--- config.mk ---
export PLATFORM = sky130hd
export DESIGN_NAME = gate_seq_top
export DESIGN_NICKNAME = d
export VERILOG_FILES = /design/src/rtl/gate_seq_pkg.sv /design/src/rtl/gs_cmd_decode.sv /design/src/rtl/gs_dly_timer.sv /design/src/rtl/gs_seq_fsm.sv /design/src/rtl/gs_gate_out.sv /design/src/rtl/gate_seq_top.sv
export SDC_FILE = /design/constraint.sdc
export NUM_CORES = 1
export LEC_CHECK = 0
export ABC_AREA = 1
export ABC_CLOCK_PERIOD_IN_PS = 2000
export BUFFER_PORTS_ARGS = -buffer_cell sky130_fd_sc_hd__buf_2
export CAP_MARGIN = 10
export CORE_MARGIN = 10
export CORE_UTILIZATION = 42
export CTS_BUF_LIST = sky130_fd_sc_hd__clkbuf_8
export DETAILED_ROUTE_END_ITERATION = 6
export HOLD_SLACK_MARGIN = 0.06
export MAX_ROUTING_LAYER = met4
export PLACE_DENSITY = 0.59
export SYNTH_ARGS = -nofsm -noshare
export SYNTH_HDL_FRONTEND = slang
export SYNTH_SLANG_ARGS = --single-unit
--- constraint.sdc ---
create_clock -name clk -period 2 [get_ports clk]
set_input_delay 0.4 -clock clk [delete_from_list [all_inputs] [get_ports clk]]
set_output_delay 0.4 -clock clk [all_outputs]
set_load 0.05 [all_outputs]
--- src/rtl/gate_seq_pkg.sv ---
package gate_seq_pkg;

    typedef enum logic [2:0] {
        STS_IDLE    = 3'd0,
        STS_LOW_ON  = 3'd1,
        STS_HIGH_ON = 3'd2,
        STS_TRANS   = 3'd3,
        STS_SHUT    = 3'd4
    } seq_status_t;

    typedef enum logic [3:0] {
        S_IDLE,
        S_LO_ON,
        S_LO_OFF,
        S_WAIT_LO,
        S_HI_DLY,
        S_HI_ON,
        S_HI_OFF,
        S_WAIT_HI,
        S_LO_DLY,
        S_SHUT_OFF,
        S_SHUT
    } seq_state_t;

    typedef struct packed {
        logic go_hi;
        logic go_lo;
        logic hold_off;
    } cmd_t;

endpackage

--- src/rtl/gs_cmd_decode.sv ---
module gs_cmd_decode
    import gate_seq_pkg::*;
(
    input  logic [1:0] pwm_lvl,
    output cmd_t       cmd
);
    always_comb begin
        cmd.hold_off = pwm_lvl[1];
        cmd.go_hi    = (pwm_lvl == 2'b01);
        cmd.go_lo    = (pwm_lvl == 2'b00);
    end
endmodule

--- src/rtl/gs_dly_timer.sv ---
module gs_dly_timer #(
    parameter int unsigned DLY_W = 8
) (
    input  logic             clk,
    input  logic             rst,
    input  logic             load,
    input  logic [DLY_W-1:0] load_val,
    output logic             expired
);
    logic [DLY_W-1:0] cnt_q;

    always_ff @(posedge clk) begin
        if (rst)
            cnt_q <= '0;
        else if (load)
            cnt_q <= load_val;
        else if (cnt_q != '0)
            cnt_q <= cnt_q - 1'b1;
    end

    assign expired = (cnt_q == '0);
endmodule

--- src/rtl/gs_seq_fsm.sv ---
module gs_seq_fsm
    import gate_seq_pkg::*;
#(
    parameter int unsigned DLY_W    = 8,
    parameter int unsigned T_OFF_LO = 2,
    parameter int unsigned T_ON_HI  = 3,
    parameter int unsigned T_OFF_HI = 1,
    parameter int unsigned T_ON_LO  = 4
) (
    input  logic             clk,
    input  logic             rst,
    input  cmd_t             cmd,
    input  logic             lo_low,
    input  logic             hi_low,
    input  logic             tmr_zero,
    output seq_state_t       state_q,
    output logic             tmr_load,
    output logic [DLY_W-1:0] tmr_val
);
    localparam logic [DLY_W-1:0] OFF_LO_FULL = DLY_W'(T_OFF_LO);
    localparam logic [DLY_W-1:0] OFF_HI_FULL = DLY_W'(T_OFF_HI);
    localparam logic [DLY_W-1:0] OFF_LO_M1   = DLY_W'((T_OFF_LO > 0) ? T_OFF_LO - 1 : 0);
    localparam logic [DLY_W-1:0] OFF_HI_M1   = DLY_W'((T_OFF_HI > 0) ? T_OFF_HI - 1 : 0);
    localparam logic [DLY_W-1:0] ON_HI_M1    = DLY_W'((T_ON_HI > 0) ? T_ON_HI - 1 : 0);
    localparam logic [DLY_W-1:0] ON_LO_M1    = DLY_W'((T_ON_LO > 0) ? T_ON_LO - 1 : 0);

    typedef struct packed {
        seq_state_t       st;
        logic             ld;
        logic [DLY_W-1:0] v;
    } step_t;

    seq_state_t state_d;
    logic       last_hi_q;
    step_t      stp;

    function automatic step_t go(input seq_state_t s);
        step_t r;
        r.st = s;
        r.ld = 1'b0;
        r.v  = '0;
        return r;
    endfunction

    function automatic step_t go_ld(input seq_state_t s, input logic [DLY_W-1:0] v);
        step_t r;
        r.st = s;
        r.ld = 1'b1;
        r.v  = v;
        return r;
    endfunction

    // Start the turn-off phase of the low gate, skipped when its delay is zero
    function automatic step_t begin_lo_off();
        if (T_OFF_LO > 0) return go_ld(S_LO_OFF, OFF_LO_M1);
        return go(S_WAIT_LO);
    endfunction

    function automatic step_t begin_hi_off();
        if (T_OFF_HI > 0) return go_ld(S_HI_OFF, OFF_HI_M1);
        return go(S_WAIT_HI);
    endfunction

    function automatic step_t begin_hi_on();
        if (T_ON_HI > 0) return go_ld(S_HI_DLY, ON_HI_M1);
        return go(S_HI_ON);
    endfunction

    function automatic step_t begin_lo_on();
        if (T_ON_LO > 0) return go_ld(S_LO_DLY, ON_LO_M1);
        return go(S_LO_ON);
    endfunction

    function automatic step_t begin_shut(input logic from_hi);
        return go_ld(S_SHUT_OFF, from_hi ? OFF_HI_FULL : OFF_LO_FULL);
    endfunction

    always_comb begin
        stp = go(state_q);
        unique case (state_q)
            S_IDLE, S_SHUT: begin
                if (cmd.go_hi)      stp = go(S_WAIT_LO);
                else if (cmd.go_lo) stp = go(S_WAIT_HI);
            end
            S_LO_ON: begin
                if (cmd.hold_off)   stp = begin_shut(1'b0);
                else if (cmd.go_hi) stp = begin_lo_off();
            end
            S_LO_OFF: begin
                if (cmd.hold_off)              stp = begin_shut(1'b0);
                else if (cmd.go_lo)            stp = go(S_LO_ON);
                else if (tmr_zero)             stp = go(S_WAIT_LO);
            end
            S_WAIT_LO: begin
                if (cmd.hold_off)              stp = begin_shut(last_hi_q);
                else if (cmd.go_lo)            stp = go(S_WAIT_HI);
                else if (lo_low)               stp = begin_hi_on();
            end
            S_HI_DLY: begin
                if (cmd.hold_off)              stp = begin_shut(last_hi_q);
                else if (cmd.go_lo)            stp = go(S_WAIT_HI);
                else if (tmr_zero)             stp = go(S_HI_ON);
            end
            S_HI_ON: begin
                if (cmd.hold_off)   stp = begin_shut(1'b1);
                else if (cmd.go_lo) stp = begin_hi_off();
            end
            S_HI_OFF: begin
                if (cmd.hold_off)              stp = begin_shut(1'b1);
                else if (cmd.go_hi)            stp = go(S_HI_ON);
                else if (tmr_zero)             stp = go(S_WAIT_HI);
            end
            S_WAIT_HI: begin
                if (cmd.hold_off)              stp = begin_shut(last_hi_q);
                else if (cmd.go_hi)            stp = go(S_WAIT_LO);
                else if (hi_low)               stp = begin_lo_on();
            end
            S_LO_DLY: begin
                if (cmd.hold_off)              stp = begin_shut(last_hi_q);
                else if (cmd.go_hi)            stp = go(S_WAIT_LO);
                else if (tmr_zero)             stp = go(S_LO_ON);
            end
            S_SHUT_OFF: begin
                if (cmd.go_hi)                 stp = go(S_WAIT_LO);
                else if (cmd.go_lo)            stp = go(S_WAIT_HI);
                else if (tmr_zero)             stp = go(S_SHUT);
            end
            default: stp = go(S_IDLE);
        endcase
    end

    assign state_d  = stp.st;
    assign tmr_load = stp.ld;
    assign tmr_val  = stp.v;

    always_ff @(posedge clk) begin
        if (rst) begin
            state_q   <= S_IDLE;
            last_hi_q <= 1'b0;
        end else begin
            state_q <= state_d;
            if (state_q == S_HI_ON)      last_hi_q <= 1'b1;
            else if (state_q == S_LO_ON) last_hi_q <= 1'b0;
        end
    end

    AST_HI_DLY_AFTER_FLAG: assert property (@(posedge clk) disable iff (rst)
        (state_q inside {S_HI_DLY, S_HI_ON} && $past(state_q) == S_WAIT_LO) |-> $past(lo_low));
    AST_LO_DLY_AFTER_FLAG: assert property (@(posedge clk) disable iff (rst)
        (state_q inside {S_LO_DLY, S_LO_ON} && $past(state_q) == S_WAIT_HI) |-> $past(hi_low));
    AST_IDLE_NEEDS_LEVEL: assert property (@(posedge clk) disable iff (rst)
        ($past(state_q) == S_IDLE && state_q != S_IDLE) |-> $past(cmd.go_hi || cmd.go_lo));
    AST_SHUT_NEEDS_WINDOW: assert property (@(posedge clk) disable iff (rst)
        (state_q == S_SHUT && $past(state_q) != S_SHUT) |-> $past(cmd.hold_off));
endmodule

--- src/rtl/gs_gate_out.sv ---
module gs_gate_out
    import gate_seq_pkg::*;
(
    input  logic        clk,
    input  logic        rst,
    input  seq_state_t  state_q,
    output logic        hi_en,
    output logic        lo_en,
    output logic [2:0]  status
);
    seq_status_t sts;

    always_comb begin
        hi_en = 1'b0;
        lo_en = 1'b0;
        sts   = STS_TRANS;
        unique case (state_q)
            S_IDLE:            sts = STS_IDLE;
            S_LO_ON, S_LO_OFF: begin lo_en = 1'b1; sts = STS_LOW_ON;  end
            S_HI_ON, S_HI_OFF: begin hi_en = 1'b1; sts = STS_HIGH_ON; end
            S_SHUT:            sts = STS_SHUT;
            default:           sts = STS_TRANS;
        endcase
    end

    assign status = sts;

    AST_NO_OVERLAP:   assert property (@(posedge clk) disable iff (rst) !(hi_en && lo_en));
    AST_HI_RISE_GAP:  assert property (@(posedge clk) disable iff (rst) $rose(hi_en) |-> !$past(lo_en));
    AST_LO_RISE_GAP:  assert property (@(posedge clk) disable iff (rst) $rose(lo_en) |-> !$past(hi_en));
    AST_STATUS_HI:    assert property (@(posedge clk) disable iff (rst) hi_en |-> status == STS_HIGH_ON);
    AST_STATUS_LO:    assert property (@(posedge clk) disable iff (rst) lo_en |-> status == STS_LOW_ON);
endmodule

--- src/rtl/gate_seq_top.sv ---
module gate_seq_top
    import gate_seq_pkg::*;
#(
    parameter int unsigned DLY_W    = 8,
    parameter int unsigned T_OFF_LO = 2,
    parameter int unsigned T_ON_HI  = 3,
    parameter int unsigned T_OFF_HI = 1,
    parameter int unsigned T_ON_LO  = 4
) (
    input  logic       clk,
    input  logic       rst,
    input  logic [1:0] pwm_lvl,
    input  logic       lo_gate_low,
    input  logic       hi_gate_low,
    output logic       hi_gate_en,
    output logic       lo_gate_en,
    output logic [2:0] seq_status
);
    cmd_t             cmd;
    seq_state_t       state_q;
    logic             tmr_load;
    logic             tmr_zero;
    logic [DLY_W-1:0] tmr_val;

    gs_cmd_decode u_dec (
        .pwm_lvl (pwm_lvl),
        .cmd     (cmd)
    );

    gs_dly_timer #(.DLY_W(DLY_W)) u_tmr (
        .clk      (clk),
        .rst      (rst),
        .load     (tmr_load),
        .load_val (tmr_val),
        .expired  (tmr_zero)
    );

    gs_seq_fsm #(
        .DLY_W    (DLY_W),
        .T_OFF_LO (T_OFF_LO),
        .T_ON_HI  (T_ON_HI),
        .T_OFF_HI (T_OFF_HI),
        .T_ON_LO  (T_ON_LO)
    ) u_fsm (
        .clk      (clk),
        .rst      (rst),
        .cmd      (cmd),
        .lo_low   (lo_gate_low),
        .hi_low   (hi_gate_low),
        .tmr_zero (tmr_zero),
        .state_q  (state_q),
        .tmr_load (tmr_load),
        .tmr_val  (tmr_val)
    );

    gs_gate_out u_out (
        .clk     (clk),
        .rst     (rst),
        .state_q (state_q),
        .hi_en   (hi_gate_en),
        .lo_en   (lo_gate_en),
        .status  (seq_status)
    );

    AST_MID_CLEARS: assert property (@(posedge clk) disable iff (rst)
        cmd.hold_off |=> (!hi_gate_en && !lo_gate_en));
endmodule

# Word level (Yosys, flattened, before mapping)
# Cells that the tools add are included.
[word_totals]
out_inout_bits = 5
input_bits = 6
word_cells = 71
reg_bits = 13
[classes]
n_eq_ne = 21
add_sub_neg = 1
mux = 36
n_reduce_logical = 10
[op_table]
columns = ["op", "n"]
rows = [
  ["2-to-1 mux 13 bit", 27],
  ["case mux 13 bit (10 select lines)", 1],
  ["!= test 4 bit (second input constant)", 7],
  ["== test 4 x 3 -> 1 bit (second input constant)", 4],
  ["2-to-1 mux 8 bit", 2],
  ["== test 4 bit (second input constant)", 3],
  ["case mux 3 bit (4 select lines)", 1],
  ["AND reduction 10 bit", 1],
  ["!= test 3 bit (second input constant)", 3],
  ["== test 4 x 2 -> 1 bit (second input constant)", 2],
  ["zero test 8 bit", 1],
  ["nonzero test 8 bit", 1],
  ["subtractor 8 x 1 -> 8 bit (second input constant)", 1],
  ["OR reduction 2 bit", 3],
  ["== test 4 x 1 -> 1 bit (second input constant)", 1],
  ["zero test 4 bit", 1],
  ["2-to-1 mux 1 bit", 4],
  ["nonzero test 2 bit", 2],
  ["== test 2 x 1 -> 1 bit (second input constant)", 1],
  ["zero test 2 bit", 1],
  ["2-to-1 mux 2 bit", 1],
]

# Longest topological paths before layout
[depth]
depth_word = 6
ltp_mapped = 10
ltp_nobuf = 10

# By module
# From an unflattened synthesis, not the netlist that was laid out.
[unflattened]
hier_cells = 248
hier_area_um2 = 1360.1
[modules_own_cells]
columns = ["mod", "cells_each", "n_inst", "area_per_inst_um2"]
rows = [
  ["gs_seq_fsm", 156, 1, 785.8],
  ["gs_dly_timer", 70, 1, 473.0],
  ["gs_gate_out", 18, 1, 80.1],
  ["gs_cmd_decode", 4, 1, 21.3],
]

# Worst setup path after synthesis
# Ideal clock, no wire load.
[synth_path]
path_kind = "register to output"
start = "reg u_fsm.state_q[2]"
end = "out seq_status[1]"
t_arrival_ps = 1801
required_time_ps = 1600
slack_ps = -201
stages_incl_launch_ff = 6
cell_sequence = "dfxtp_1 nor2_1 buf_6 nand2_2 nand2_1 nor2_1"
[synth_via]
elab_chain_cells = 3
word_cells_on_any_way = 9
[synth_lines]
columns = ["element", "line_no", "text"]
rows = [
  ["start, declared", "gs_seq_fsm.sv:16", "output seq_state_t state_q,"],
  ["start signal, assigned", "gs_seq_fsm.sv:141", "state_q <= state_d;"],
  ["== test 4 x 3 -> 1 bit (tied with other cells)", "gs_gate_out.sv:17", "unique case (state_q)"],
  ["OR reduction 2 bit", "gs_gate_out.sv:17", ""],
  ["case mux 3 bit (4 select lines) (*)", "gs_gate_out.sv:17", ""],
  ["end, declared", "gate_seq_top.sv:17", "output logic [2:0] seq_status"],
]
# Mark *: on every way between the ends. The rest lies on a longest branch, timed or not.

# Final worst setup path
[layout_path]
start = "reg u_fsm.state_q[2]"
end = "out hi_gate_en"
[layout_via]
elab_chain_cells = 3
word_cells_on_any_way = 4
[layout_lines]
columns = ["element", "line_no", "text"]
rows = [
  ["== test 4 x 3 -> 1 bit", "gs_gate_out.sv:17", ""],
  ["OR reduction 2 bit (*)", "gs_gate_out.sv:17", ""],
  ["2-to-1 mux 1 bit (*)", "gs_gate_out.sv:17", ""],
  ["end, declared", "gate_seq_top.sv:15", "output logic hi_gate_en,"],
]
# Marked as above.

==> flow_summary.ini <==
[worst_setup_path]
cp-startpoint = u_fsm.state_q[2]
cp.required_ps = 1600
reg2reg_depth = 8
slowest_delay_ps = 410
worstPathMaxFanout = 6
cp_top_family = simple AND/OR/NAND/NOR gates
crit_path_end_kind = primary output
setup.worst_path.class = reg -> out
rrSetupSlack_ps = 340
crit_arrival_ps = 1520
reg2reg_from = u_tmr.cnt_q[0]
worstPathCellList = inv_1 -> nor2_2 -> nand2_2 -> nand2_1 -> buf_2
crit_cells = 5
endpoint = hi_gate_en
worstReg2RegEnd = u_fsm.state_q[1]
worstSetupStartpointType = flip-flop
cp_num_buf_inv = 2
slowest_stage = dfxtp_1

[yosys]
yosysUniqueCellTypes = 27
synth_area_leaders = dfxtp_1 (20%), nand2_1 (17%), nor2_1 (10%), nand3_1 (9.8%), inv_1 (6.2%)
seq_area_frac_synth_pct = 20.4
synth_top_cells_by_count = nand2_1 (58), nor2_1 (35), nand3_1 (25), inv_1 (21), dfxtp_1 (13)
syn_nets = 220
yosysWarnings = 0
syn_area_um2 = 1270
synth-edff-count = 0
synth_top_area_share_pct = 20.4
yosys.area.top_type = dfxtp_1
syn_inst = 212
async_flop_share_pct = 0
synth_most_common_cell = nand2_1
synth_ff_type = dfxtp_1
ys_ff_latch = 13
synth_area_per_cell_um2 = 6.01

[place]
place.gp.congestion = 0.963
placed_area_um2 = 1400
port_buffers = 10
place_hpwl_um = 2750

[sta]
timing.slew.headroom_pct = 75.6
rsz0062_at_grt = true
period_needed_ps = 1920
hold_ws_ps = 465
setup_tns_ps = 0
setup-violations-final = 0
finalMaxSlewViolations = 0
final_hold_viol_count = 0
post-route-period-util_pct = 95.8
fmaxAchievable_ghz = 0.522
clock_skew_ps = 2.30
worst_pin_slew_ps = 365

[power]
pwr-share-seq_pct = 18.2
leakagePower_nw = 0.774
p_switching_w = 0.00139
p_sw_share_pct = 55.4
power_density_nw_per_um2 = 1730
p_int_w = 0.00112
p_comb_share_pct = 72.6
peakVddDrop_v = 0.000806
power.share.clock_pct = 9.2

[detailed_routing]
routed_wl_um = 3320
via_per_inst = 5.16
drt-pass1-iter-count = 4
avgRoutedWirePerCell_um = 12.7
drt_iter0_drc = 167
ant_nets = 0
vias = 1348
drc = 0

[run]
cap_violations = 0

[clock_tree]
cts_tree = yes
h-tree-depth = 1
cts_setup_buffers = 0
cts_root_buffer = clkbuf_8
clk_transition_reported_paths_ps = 60
clock_latency_ps = 240
cts-buffers-inserted = 3
cts_buffer_depth = 2
clock-sinks = 13

[grt]
grt.total_usage_pct = 13.4
gr-total-overflow = 0
grt_first_pass_wirelength_um = 5780
antenna_found_initial = 0
grt_max_degree = 15
grt_pass1_vias = 1247

[min_path]
worstHoldStart = rst
hold_class = in -> reg

[layout]
layout-area-overhead-vs-synth_pct = 13.9
fillers = 299
layout.nets = 239
ff_latch_area_um2 = 262
final_cell_area_um2 = 1450
antenna_cells = 0
multi_input_area_um2 = 912
layout-drive-gt1-share_pct = 25.7

[floorplanning]
start_util_pct = 45.0
ioPinCount = 11
die_w_um = 75.1
dieArea_um2 = 5640
coreArea_um2 = 2830
chipHeight_um = 75.1
rows = 19

[run_status]
status = finished, final reports clean
[cell type report]
type | count | share of cell area (%)
well taps | 31 | 2.67
inverters | 23 | 5.95
multi-input cells | 173 | 62.9
flip-flops and latches | 13 | 18.0
clock buffers | 3 | 2.85
clock inverters | 1 | 0.345
repair buffers | 17 | 7.25
[power groups by stage]
stage	sequential (W)	combinational [W]	clock (W)
after floorplan	0.000448	0.00144	0
after global placement	0.000459	0.00180	0
after detailed placement	0.000462	0.00181	0
after CTS	0.000456	0.00182	0.000238
after global routing	0.000475	0.00206	0.000251
final	0.000458	0.00183	0.000232
[worst min path at each step]
| stage | to | slack [ps] | cells after the start |
|---|---|---|---|
| after CTS | u_fsm.state_q[3] | 450 | 2 |
| after detailed placement | u_fsm.last_hi_q | 480 | 2 |
| final | u_fsm.state_q[3] | 470 | 2 |
| after global placement | u_fsm.last_hi_q | 480 | 2 |
| after global routing | u_fsm.state_q[3] | 450 | 2 |
| after floorplan | u_fsm.last_hi_q | 450 | 2 |
[sequential cells by signal (all words and copies together) (netlist names)]
signal / flops
u_tmr.cnt_q: 8
u_fsm.last_hi_q: 1
u_fsm.state_q: 4
[through the flow]
stage          setup slack [ps]  utilization [%]  std cells  power (W)
5_1_grt                   -15.3             51.3        261    0.00279
3_3_place_gp                326             49.5        257    0.00226
6_report                   84.6             51.3        261    0.00252
2_1_floorplan              9.05                -        212    0.00189
3_5_place_dp                278             49.5        257    0.00227
4_1_cts                    60.0             51.1        261    0.00252
[cell families (layout without fill, tap and decap cells)]
group / count (synthesis) / after routing / synth area share, %
compound gates: 18 / 18 / 10.0
fa+ha+maj: 2 / 2 / 1.96
buf+inv: 26 / 44 / 8.35
simple gates: 147 / 147 / 55.1
xor+xnor: 6 / 6 / 4.13
flops: 13 / 13 / 20.4
[what timing repair did]
action,in CTS,in global routing
gates resized for setup,0,2
hold buffers,0,0
endpoints found under the hold margin,0,0
endpoints found under the setup margin,0,4
[cells in the final DEF (no fill, tap or decap)]
| cell type | count |
|---|---|
| nand2_1 | 58 |
| clkbuf_8 | 3 |
| buf_4 | 7 |
| inv_2 | 2 |
| inv_1 | 21 |
| nor2_2 | 8 |
| o2111ai_1 | 1 |
| nor2_1 | 33 |
| nand3_1 | 25 |
| clkbuf_4 | 1 |
| nand3_2 | 4 |
| a31o_2 | 1 |
| dfxtp_2 | 1 |
| xnor2_1 | 1 |
| a21oi_1 | 5 |
| nor2_4 | 2 |
| dfxtp_1 | 12 |
| nand2_4 | 2 |
| ha_1 | 2 |
| a21oi_2 | 5 |
| o21ai_0 | 5 |
| buf_2 | 9 |
| a21oi_4 | 1 |
| clkinv_2 | 1 |
| nand2_2 | 10 |
| nor3_4 | 1 |
| or2_2 | 1 |
| nand3b_1 | 1 |
| nand4_1 | 2 |
| xor2_1 | 5 |
[layer usage]
metal  vias to the layer above  track usage [%]  wire, um
li1                        709                -         -
met1                       602             18.0      1540
met2                        35             20.5      1550
met3                         2             3.29       216
met4                         0             1.47         5
met5                         -                -         0
Note: power is estimated with default switching activity, not from simulation.
